[config.mk]
export PLATFORM = sky130hd
export DESIGN_NAME = maint_queue_front
export DESIGN_NICKNAME = d
export VERILOG_FILES = /design/src/rtl/mqf_pkg.sv /design/src/rtl/mqf_fifo.sv /design/src/rtl/mqf_claim.sv /design/src/rtl/mqf_cpu_status.sv /design/src/rtl/maint_queue_front.sv
export SDC_FILE = /design/constraint.sdc
export NUM_CORES = 1
export LEC_CHECK = 0
export ABC_AREA = 1
export BUFFER_PORTS_ARGS = -buffer_cell sky130_fd_sc_hd__buf_4
export CORE_MARGIN = 3
export CORE_UTILIZATION = 40
export CTS_CLUSTER_DIAMETER = 30
export DETAILED_ROUTE_END_ITERATION = 8
export GPL_TIMING_DRIVEN = 0
export REMOVE_ABC_BUFFERS = 1
export SLEW_MARGIN = 30
export SYNTH_ARGS = -nofsm -noshare
export SYNTH_HDL_FRONTEND = slang
export SYNTH_SLANG_ARGS = --single-unit
[constraint.sdc]
create_clock -name clk -period 6.4 [get_ports clk]
set_input_delay 0.96 -clock clk [delete_from_list [all_inputs] [get_ports clk]]
set_output_delay 0.96 -clock clk [all_outputs]
set_load 0.01 [all_outputs]
[src/rtl/mqf_pkg.sv]
`timescale 1ns/1ps
package mqf_pkg;
  localparam int OFF_W  = 12;
  localparam int DATA_W = 32;

  // register offsets decoded by software
  localparam logic [OFF_W-1:0] OFF_PRIM  = 12'h244;
  localparam logic [OFF_W-1:0] OFF_QMODE = 12'h248;
  localparam logic [OFF_W-1:0] OFF_QADDR = 12'h24C;
  localparam logic [OFF_W-1:0] OFF_QSIZE = 12'h250;
  localparam logic [OFF_W-1:0] OFF_REGST = 12'h25C;
  localparam logic [OFF_W-1:0] OFF_QSTAT = 12'h260;

  localparam logic [DATA_W-1:0] PRIM_DRAIN   = 32'h8;
  localparam logic [DATA_W-1:0] PRIM_PFFLUSH = 32'h9;

  typedef enum logic [1:0] {
    MC_INV   = 2'd0,
    MC_CLEAN = 2'd1,
    MC_FLUSH = 2'd2,
    MC_BAD   = 2'd3
  } maint_op_e;

  typedef struct packed {
    maint_op_e         op;
    logic              whole;
    logic              notify;
    logic [DATA_W-1:0] addr;
    logic [DATA_W-1:0] size;
  } maint_cmd_t;
endpackage

[src/rtl/mqf_fifo.sv]
`timescale 1ns/1ps
module mqf_fifo #(
  parameter int W     = 8,
  parameter int DEPTH = 4,
  localparam int PW   = (DEPTH > 1) ? $clog2(DEPTH) : 1,
  localparam int CW   = $clog2(DEPTH + 1)
) (
  input  logic          clk,
  input  logic          rst_n,
  input  logic          push,
  input  logic [W-1:0]  din,
  input  logic          pop,
  output logic [W-1:0]  dout,
  output logic          empty,
  output logic          full,
  output logic [CW-1:0] count
);
  logic [W-1:0]  mem [DEPTH];
  logic [PW-1:0] wp_q, rp_q, wp_n, rp_n;
  logic [CW-1:0] cnt_n;

  function automatic logic [PW-1:0] step(input logic [PW-1:0] p);
    return (p == PW'(DEPTH - 1)) ? '0 : p + 1'b1;
  endfunction

  always_comb begin
    wp_n  = wp_q;
    rp_n  = rp_q;
    cnt_n = count;
    if (push) wp_n = step(wp_q);
    if (pop)  rp_n = step(rp_q);
    case ({push, pop})
      2'b10:   cnt_n = count + 1'b1;
      2'b01:   cnt_n = count - 1'b1;
      default: cnt_n = count;
    endcase
  end

  always_ff @(posedge clk or negedge rst_n) begin
    if (!rst_n) begin
      wp_q  <= '0;
      rp_q  <= '0;
      count <= '0;
    end else begin
      wp_q  <= wp_n;
      rp_q  <= rp_n;
      count <= cnt_n;
    end
  end

  // storage carries no reset; write enable only
  always_ff @(posedge clk) begin
    if (push) mem[wp_q] <= din;
  end

  assign dout  = mem[rp_q];
  assign empty = (count == '0);
  assign full  = (count == CW'(DEPTH));
endmodule

[src/rtl/mqf_claim.sv]
`timescale 1ns/1ps
module mqf_claim
  import mqf_pkg::*;
#(
  parameter int CPU_W = 2
) (
  input  logic              clk,
  input  logic              rst_n,
  input  logic              wr_mode,
  input  logic              wr_addr,
  input  logic              wr_size,
  input  logic              rd_stat,
  input  logic [CPU_W-1:0]  req_cpu,
  input  logic [DATA_W-1:0] wdata,
  input  logic              q_full,
  output logic              own_vld,
  output logic [CPU_W-1:0]  own_id,
  output logic [DATA_W-1:0] mode_q,
  output logic [DATA_W-1:0] addr_q,
  output logic [DATA_W-1:0] size_q,
  output logic [1:0]        stat,
  output logic              commit
);
  logic              is_owner, bad;
  logic              own_vld_n;
  logic [CPU_W-1:0]  own_id_n;
  logic [DATA_W-1:0] mode_n, addr_n, size_n;

  assign is_owner = own_vld && (own_id == req_cpu);
  assign bad      = (mode_q[18:17] > 2'd1) || (maint_op_e'(mode_q[1:0]) == MC_BAD);

  always_comb begin
    stat   = is_owner ? {q_full, bad} : 2'b01;
    commit = rd_stat && is_owner && !q_full && !bad;
  end

  always_comb begin
    own_vld_n = own_vld;
    own_id_n  = own_id;
    mode_n    = mode_q;
    addr_n    = addr_q;
    size_n    = size_q;
    if (wr_mode && !own_vld) begin
      own_vld_n = 1'b1;
      own_id_n  = req_cpu;
    end
    if (rd_stat && is_owner) own_vld_n = 1'b0;
    if (wr_mode && (!own_vld || is_owner)) mode_n = wdata;
    if (wr_addr && is_owner)               addr_n = wdata;
    if (wr_size && is_owner)               size_n = wdata;
  end

  always_ff @(posedge clk or negedge rst_n) begin
    if (!rst_n) begin
      own_vld <= 1'b0;
      own_id  <= '0;
      mode_q  <= '0;
      addr_q  <= '0;
      size_q  <= '0;
    end else begin
      own_vld <= own_vld_n;
      own_id  <= own_id_n;
      mode_q  <= mode_n;
      addr_q  <= addr_n;
      size_q  <= size_n;
    end
  end
endmodule

[src/rtl/mqf_cpu_status.sv]
`timescale 1ns/1ps
module mqf_cpu_status #(
  parameter int N_CPU  = 4,
  parameter int DEPTH  = 4,
  localparam int CPU_W = (N_CPU > 1) ? $clog2(N_CPU) : 1,
  localparam int CNT_W = $clog2(DEPTH + 2)
) (
  input  logic             clk,
  input  logic             rst_n,
  input  logic             push,
  input  logic [CPU_W-1:0] push_cpu,
  input  logic             done,
  input  logic [CPU_W-1:0] done_cpu,
  input  logic             done_notify,
  input  logic             clr,
  input  logic [CPU_W-1:0] clr_cpu,
  output logic [N_CPU-1:0] busy,
  output logic [N_CPU-1:0] cmpl
);
  for (genvar i = 0; i < N_CPU; i++) begin : g_cpu
    logic [CNT_W-1:0] cnt_q, cnt_n;
    logic             cmpl_q, cmpl_n;
    logic             inc, dec;

    assign inc = push && (push_cpu == CPU_W'(i));
    assign dec = done && (done_cpu == CPU_W'(i));

    always_comb begin
      cnt_n  = cnt_q;
      cmpl_n = cmpl_q;
      if (inc && !dec)      cnt_n = cnt_q + 1'b1;
      else if (dec && !inc) cnt_n = cnt_q - 1'b1;
      // a completion in the same cycle as a clear wins
      if (dec && done_notify)                    cmpl_n = 1'b1;
      else if (clr && (clr_cpu == CPU_W'(i)))    cmpl_n = 1'b0;
    end

    always_ff @(posedge clk or negedge rst_n) begin
      if (!rst_n) begin
        cnt_q  <= '0;
        cmpl_q <= 1'b0;
      end else begin
        cnt_q  <= cnt_n;
        cmpl_q <= cmpl_n;
      end
    end

    assign busy[i] = (cnt_q != '0);
    assign cmpl[i] = cmpl_q;
  end
endmodule

[src/rtl/maint_queue_front.sv]
`timescale 1ns/1ps
module maint_queue_front
  import mqf_pkg::*;
#(
  parameter int N_CPU  = 4,
  parameter int DEPTH  = 4,
  localparam int CPU_W = (N_CPU > 1) ? $clog2(N_CPU) : 1
) (
  input  logic              clk,
  input  logic              rst_n,
  input  logic              bus_valid,
  input  logic              bus_write,
  input  logic [CPU_W-1:0]  bus_cpu,
  input  logic [OFF_W-1:0]  bus_addr,
  input  logic [DATA_W-1:0] bus_wdata,
  output logic [DATA_W-1:0] bus_rdata,
  output logic              bus_ready,
  output logic              be_valid,
  input  logic              be_ready,
  output logic [1:0]        be_cmd,
  output logic              be_whole,
  output logic              be_notify,
  output logic [CPU_W-1:0]  be_cpu,
  output logic [DATA_W-1:0] be_addr,
  output logic [DATA_W-1:0] be_size,
  input  logic              be_done,
  output logic              pf_flush
);
  localparam int ENT_W = CPU_W + $bits(maint_cmd_t);
  localparam int QC_W  = $clog2(DEPTH + 1);

  logic wr, rd;
  assign wr = bus_valid && bus_write;
  assign rd = bus_valid && !bus_write;

  // ---- ownership and shared command registers ----
  logic              own_vld, commit;
  logic [CPU_W-1:0]  own_id;
  logic [DATA_W-1:0] mode_q, addr_q, size_q;
  logic [1:0]        reg_stat;
  logic              q_full, q_empty;

  mqf_claim #(.CPU_W(CPU_W)) u_claim (
    .clk     (clk),
    .rst_n   (rst_n),
    .wr_mode (wr && bus_addr == OFF_QMODE),
    .wr_addr (wr && bus_addr == OFF_QADDR),
    .wr_size (wr && bus_addr == OFF_QSIZE),
    .rd_stat (rd && bus_addr == OFF_REGST),
    .req_cpu (bus_cpu),
    .wdata   (bus_wdata),
    .q_full  (q_full),
    .own_vld (own_vld),
    .own_id  (own_id),
    .mode_q  (mode_q),
    .addr_q  (addr_q),
    .size_q  (size_q),
    .stat    (reg_stat),
    .commit  (commit)
  );

  // ---- command FIFO ----
  maint_cmd_t       new_cmd, head_cmd;
  logic [CPU_W-1:0] head_cpu;
  logic [QC_W-1:0]  fifo_cnt;
  logic             pop;

  always_comb begin
    new_cmd.op     = maint_op_e'(mode_q[1:0]);
    new_cmd.whole  = (mode_q[18:17] == 2'd1);
    new_cmd.notify = mode_q[15];
    new_cmd.addr   = new_cmd.whole ? '0 : addr_q;
    new_cmd.size   = new_cmd.whole ? '0 : size_q;
  end

  mqf_fifo #(.W(ENT_W), .DEPTH(DEPTH)) u_fifo (
    .clk   (clk),
    .rst_n (rst_n),
    .push  (commit),
    .din   ({bus_cpu, new_cmd}),
    .pop   (pop),
    .dout  ({head_cpu, head_cmd}),
    .empty (q_empty),
    .full  (q_full),
    .count (fifo_cnt)
  );

  // ---- back-end issue: one command in flight ----
  logic             inflight_q, inflight_n;
  logic [CPU_W-1:0] cur_cpu_q, cur_cpu_n;
  logic             cur_ntf_q, cur_ntf_n;
  logic             done_ev, idle;

  assign be_valid  = !inflight_q && !q_empty;
  assign pop       = be_valid && be_ready;
  assign done_ev   = inflight_q && be_done;
  assign idle      = q_empty && !inflight_q;
  assign be_cmd    = head_cmd.op;
  assign be_whole  = head_cmd.whole;
  assign be_notify = head_cmd.notify;
  assign be_addr   = head_cmd.addr;
  assign be_size   = head_cmd.size;
  assign be_cpu    = head_cpu;

  always_comb begin
    inflight_n = inflight_q;
    cur_cpu_n  = cur_cpu_q;
    cur_ntf_n  = cur_ntf_q;
    if (pop) begin
      inflight_n = 1'b1;
      cur_cpu_n  = head_cpu;
      cur_ntf_n  = head_cmd.notify;
    end else if (done_ev) begin
      inflight_n = 1'b0;
    end
  end

  // ---- per-CPU status copies ----
  logic [N_CPU-1:0] busy, cmpl;

  mqf_cpu_status #(.N_CPU(N_CPU), .DEPTH(DEPTH)) u_status (
    .clk         (clk),
    .rst_n       (rst_n),
    .push        (commit),
    .push_cpu    (bus_cpu),
    .done        (done_ev),
    .done_cpu    (cur_cpu_q),
    .done_notify (cur_ntf_q),
    .clr         (wr && bus_addr == OFF_QSTAT && bus_wdata[2]),
    .clr_cpu     (bus_cpu),
    .busy        (busy),
    .cmpl        (cmpl)
  );

  // ---- primitives: drain and prefetch flush ----
  logic drain_q, drain_n, pf_n;
  logic prim_wr;

  assign prim_wr = wr && bus_addr == OFF_PRIM;

  always_comb begin
    drain_n = drain_q;
    if (prim_wr && bus_wdata == PRIM_DRAIN) drain_n = 1'b1;
    else if (idle)                          drain_n = 1'b0;
    pf_n = prim_wr && bus_wdata == PRIM_PFFLUSH;
  end

  always_ff @(posedge clk or negedge rst_n) begin
    if (!rst_n) begin
      inflight_q <= 1'b0;
      cur_cpu_q  <= '0;
      cur_ntf_q  <= 1'b0;
      drain_q    <= 1'b0;
      pf_flush   <= 1'b0;
    end else begin
      inflight_q <= inflight_n;
      cur_cpu_q  <= cur_cpu_n;
      cur_ntf_q  <= cur_ntf_n;
      drain_q    <= drain_n;
      pf_flush   <= pf_n;
    end
  end

  assign bus_ready = !(rd && bus_addr == OFF_PRIM && drain_q && !idle);

  // ---- read mux ----
  always_comb begin
    bus_rdata = '0;
    if (rd) begin
      case (bus_addr)
        OFF_QMODE: bus_rdata = mode_q;
        OFF_QADDR: bus_rdata = addr_q;
        OFF_QSIZE: bus_rdata = size_q;
        OFF_REGST: bus_rdata = {30'd0, reg_stat};
        OFF_QSTAT: bus_rdata = {29'd0, cmpl[bus_cpu],
                                inflight_q && (cur_cpu_q == bus_cpu), busy[bus_cpu]};
        default:   bus_rdata = '0;
      endcase
    end
  end
endmodule

==> results.sh <==
export IMPL_outcome="finished clean"
export IMPL_total_power_mw=9.754
export IMPL_grt_max_degree=81
export IMPL_layout_cells_most_common="nor2_1"
export IMPL_final_antenna_net_count=0
export IMPL_crit_chain="buf_4 > nor2_1 > nand2_1 > nor2_4 > nand2_2 > o21ai_0 > o21ai_4 > buf_8 > nor2_1 > buf_4"
export IMPL_ys_seq_elements=408
export IMPL_drt_pre_antenna_iters=5
export IMPL_die_area_mm2=0.04710
export IMPL_cts_tree="yes"
export IMPL_clk_pin_slew_ns=0.05
export IMPL_final_cell_mix="331 x nor2_1, 280 x edfxtp_1, 183 x o21ai_0"
export IMPL_max_freq_mhz=214.2
export IMPL_worstMarginPinSlew_ns=0.9878
export IMPL_ys_types=32
export IMPL_slew_violations=0
export IMPL_gr_usage_all_layers=0.2059
export IMPL_yosysWarnings=0
export IMPL_grt_pass1_vias=12970
export IMPL_synth_top_area_frac=0.4720
export IMPL_cts_setup_buffers=0
export IMPL_max_cap_violations=0
export IMPL_critPathSlowestCell="nor2_4"
export IMPL_end_kind="output pin"
export IMPL_syn2layout_area_growth_pct=31.00
export IMPL_reg2reg_to="u_fifo.mem[0][10]"
export IMPL_ctsResizeCount=0
export IMPL_r2r_cells=10
export IMPL_fillers=3750
export IMPL_vias=12770
export IMPL_htreeDepth=3
export IMPL_die_h_um=217.0
export IMPL_ys_top_cells_by_area="edfxtp_1 47%, dfrtp_1 18%, nor2_1 7.0%"
export IMPL_worstSetupStartpointType="input pin"
export IMPL_slowest_delay_ns=0.67
export IMPL_totalWireLength_um=48390
export IMPL_worst_skew_pair_late_latency_ns=0.60
export IMPL_fp_coreArea_mm2=0.04355
export IMPL_dp_hpwl_um=30710
export IMPL_ios=157
export IMPL_overflow=0
export IMPL_antenna_found_initial=2
export IMPL_clkSinkCount=408
export IMPL_via_per_inst=5.086
export IMPL_placedCellCount=2341
export IMPL_diodes=0
export IMPL_fin_crit_sh=0.7295
export IMPL_cts_buffers=90
export IMPL_crit_path_max_fanout=23
export IMPL_rows=76
export IMPL_maxSlewHeadroom=0.3414
export IMPL_setup_viol=0
export IMPL_drc=0
export IMPL_criticalPathCategory="input pin to output pin"
export IMPL_critPathRequiredTime_ns=5.44
export IMPL_hp_class="input pin to asynchronous set/reset pin"
export IMPL_drtIter0Drc=857
export IMPL_avgSynthCellArea_um2=10.81
export IMPL_final_layout_size_suffix_gt1_frac=0.2462
export IMPL_peakVddDrop_mv=0.2108
export IMPL_crit_buf_inv=3
export IMPL_hold_viol_final=0
export IMPL_die_width_um=217.0
export IMPL_cts_root_buf="clkbuf_16"
export IMPL_r2r_start="u_claim.own_id[0]"
export IMPL_instances_no_fill=2510
export IMPL_synth_top_cell_by_area="edfxtp_1"
export IMPL_nets=1915
export IMPL_port_buffers=156
export IMPL_leakagePower_nw=9.747
export IMPL_crit_arrival_ns=3.71
export IMPL_syn_area_mm2=0.01781
export IMPL_power_density_mw_per_mm2=418.0
export IMPL_ys_seq_area_frac=0.6519
export IMPL_skew_ns=0.01944
export IMPL_reg2reg_slack_ns=3.62
export IMPL_fin_util=0.5358
export IMPL_holdWs_ns=0.2847
export IMPL_initial_core_util=0.4090
export IMPL_min_period_ns=4.669
export IMPL_routabilityCongestion=0.7841
export IMPL_critical_path_top_delay_family="simple AND/OR/NAND/NOR gates"
export IMPL_cts_hold_buf=0
export IMPL_post_drt_wl_per_cell_um=19.28
export IMPL_syn_inst=1647
export IMPL_clock_path_buffers=3
export IMPL_rsz0062_at_grt="no"
export IMPL_grt_pass1_wl_um=75150
## area by class of cell
cell class,instances,area (µm²),share of cell area
clock buffer,116,2462,0.1055
clock inverter,53,676.9,0.02901
inverter,160,610.6,0.02617
multi-input combinational,996,5165,0.2214
sequential,408,11620,0.4979
tap,585,732.0,0.03137
timing repair buffer,192,2068,0.08864
## layer usage
| metal | part of all wire | track usage | up-vias |
|---|---|---|---|
| met5 | 0.00070 | 0 | - |
| met4 | 0.020 | 0.06306 | 4 |
| met3 | 0.073 | 0.05948 | 76 |
| met2 | 0.46 | 0.3246 | 363 |
| met1 | 0.45 | 0.2778 | 6254 |
| li1 | - | - | 6069 |
## state kept, by name (all words and copies together) (netlist names)
register	cells
u_fifo.mem	280
u_claim.addr_q	32
u_claim.mode_q	32
u_claim.size_q	32
u_status.g_cpu.cnt_q	12
u_status.g_cpu.cmpl_q	4
u_fifo.count	3
cur_cpu_q	2
u_claim.own_id	2
u_fifo.rp_q	2
u_fifo.wp_q	2
cur_ntf_q	1
drain_q	1
inflight_q	1
pf_flush	1
u_claim.own_vld	1
## power breakdown
part | total (mW) | internal (mW) | switching (mW) | leakage (nW)
clock | 4.69 | 3.24 | 1.46 | 1.51
sequential | 3.05 | 2.89 | 0.165 | 4.97
combinational | 2.01 | 0.827 | 1.18 | 3.28
## how the worst max path moves through the flow
stage,startpoint,end,slack (ns),cells after the start
finish,bus_addr[11],bus_rdata[20],1.73,10
global route,bus_addr[11],bus_rdata[4],1.47,10
CTS,bus_addr[11],bus_rdata[4],1.71,10
detailed placement,bus_addr[11],bus_rdata[4],1.72,10
global placement,u_fifo.rp_q[0],be_notify,-4.41,4
floorplan,u_fifo.rp_q[0],be_cpu[0],0.52,3
## cells in the mapped netlist
master	number
o21ai_4	1
nand3_2	3
buf_6	20
nand4_1	19
nor3_2	2
a21oi_1	6
o21ai_2	89
o21ai_1	10
nor4_1	2
clkinv_1	1
nand2_2	3
dfrtp_1	128
buf_4	2
mux2_2	4
inv_1	155
nor2_1	332
fa_1	5
clkbuf_1	48
xnor2_1	7
edfxtp_1	280
o21ai_0	183
nor2_4	5
nand3_1	42
nand2_4	2
xor2_1	5
ha_1	10
nor2_2	13
nand2_1	179
inv_2	4
buf_2	13
nor3_1	3
o22ai_1	71
## cell families after synthesis
group	count (synthesis)	synth area share
XOR/XNOR	12	0.005900
multiplexers	4	0.002529
AO/OA/AOI/OAI	360	0.1255
flip-flops	408	0.6519
AND/OR/NAND/NOR	605	0.1406
adder cells (fa/ha/maj)	15	0.01264
buffers and inverters	243	0.06097
## stage by stage
step	area (µm²)	worst slack [ns]	TNS, ns
after CTS	23330	1.712	0
after global routing	23330	1.469	0
after detailed placement	20190	1.718	0
final	23330	1.731	0
after global placement	19230	-4.408	-340.36
after floorplan	17330	0.5178	0
Note: power is estimated with default switching activity, not from simulation.
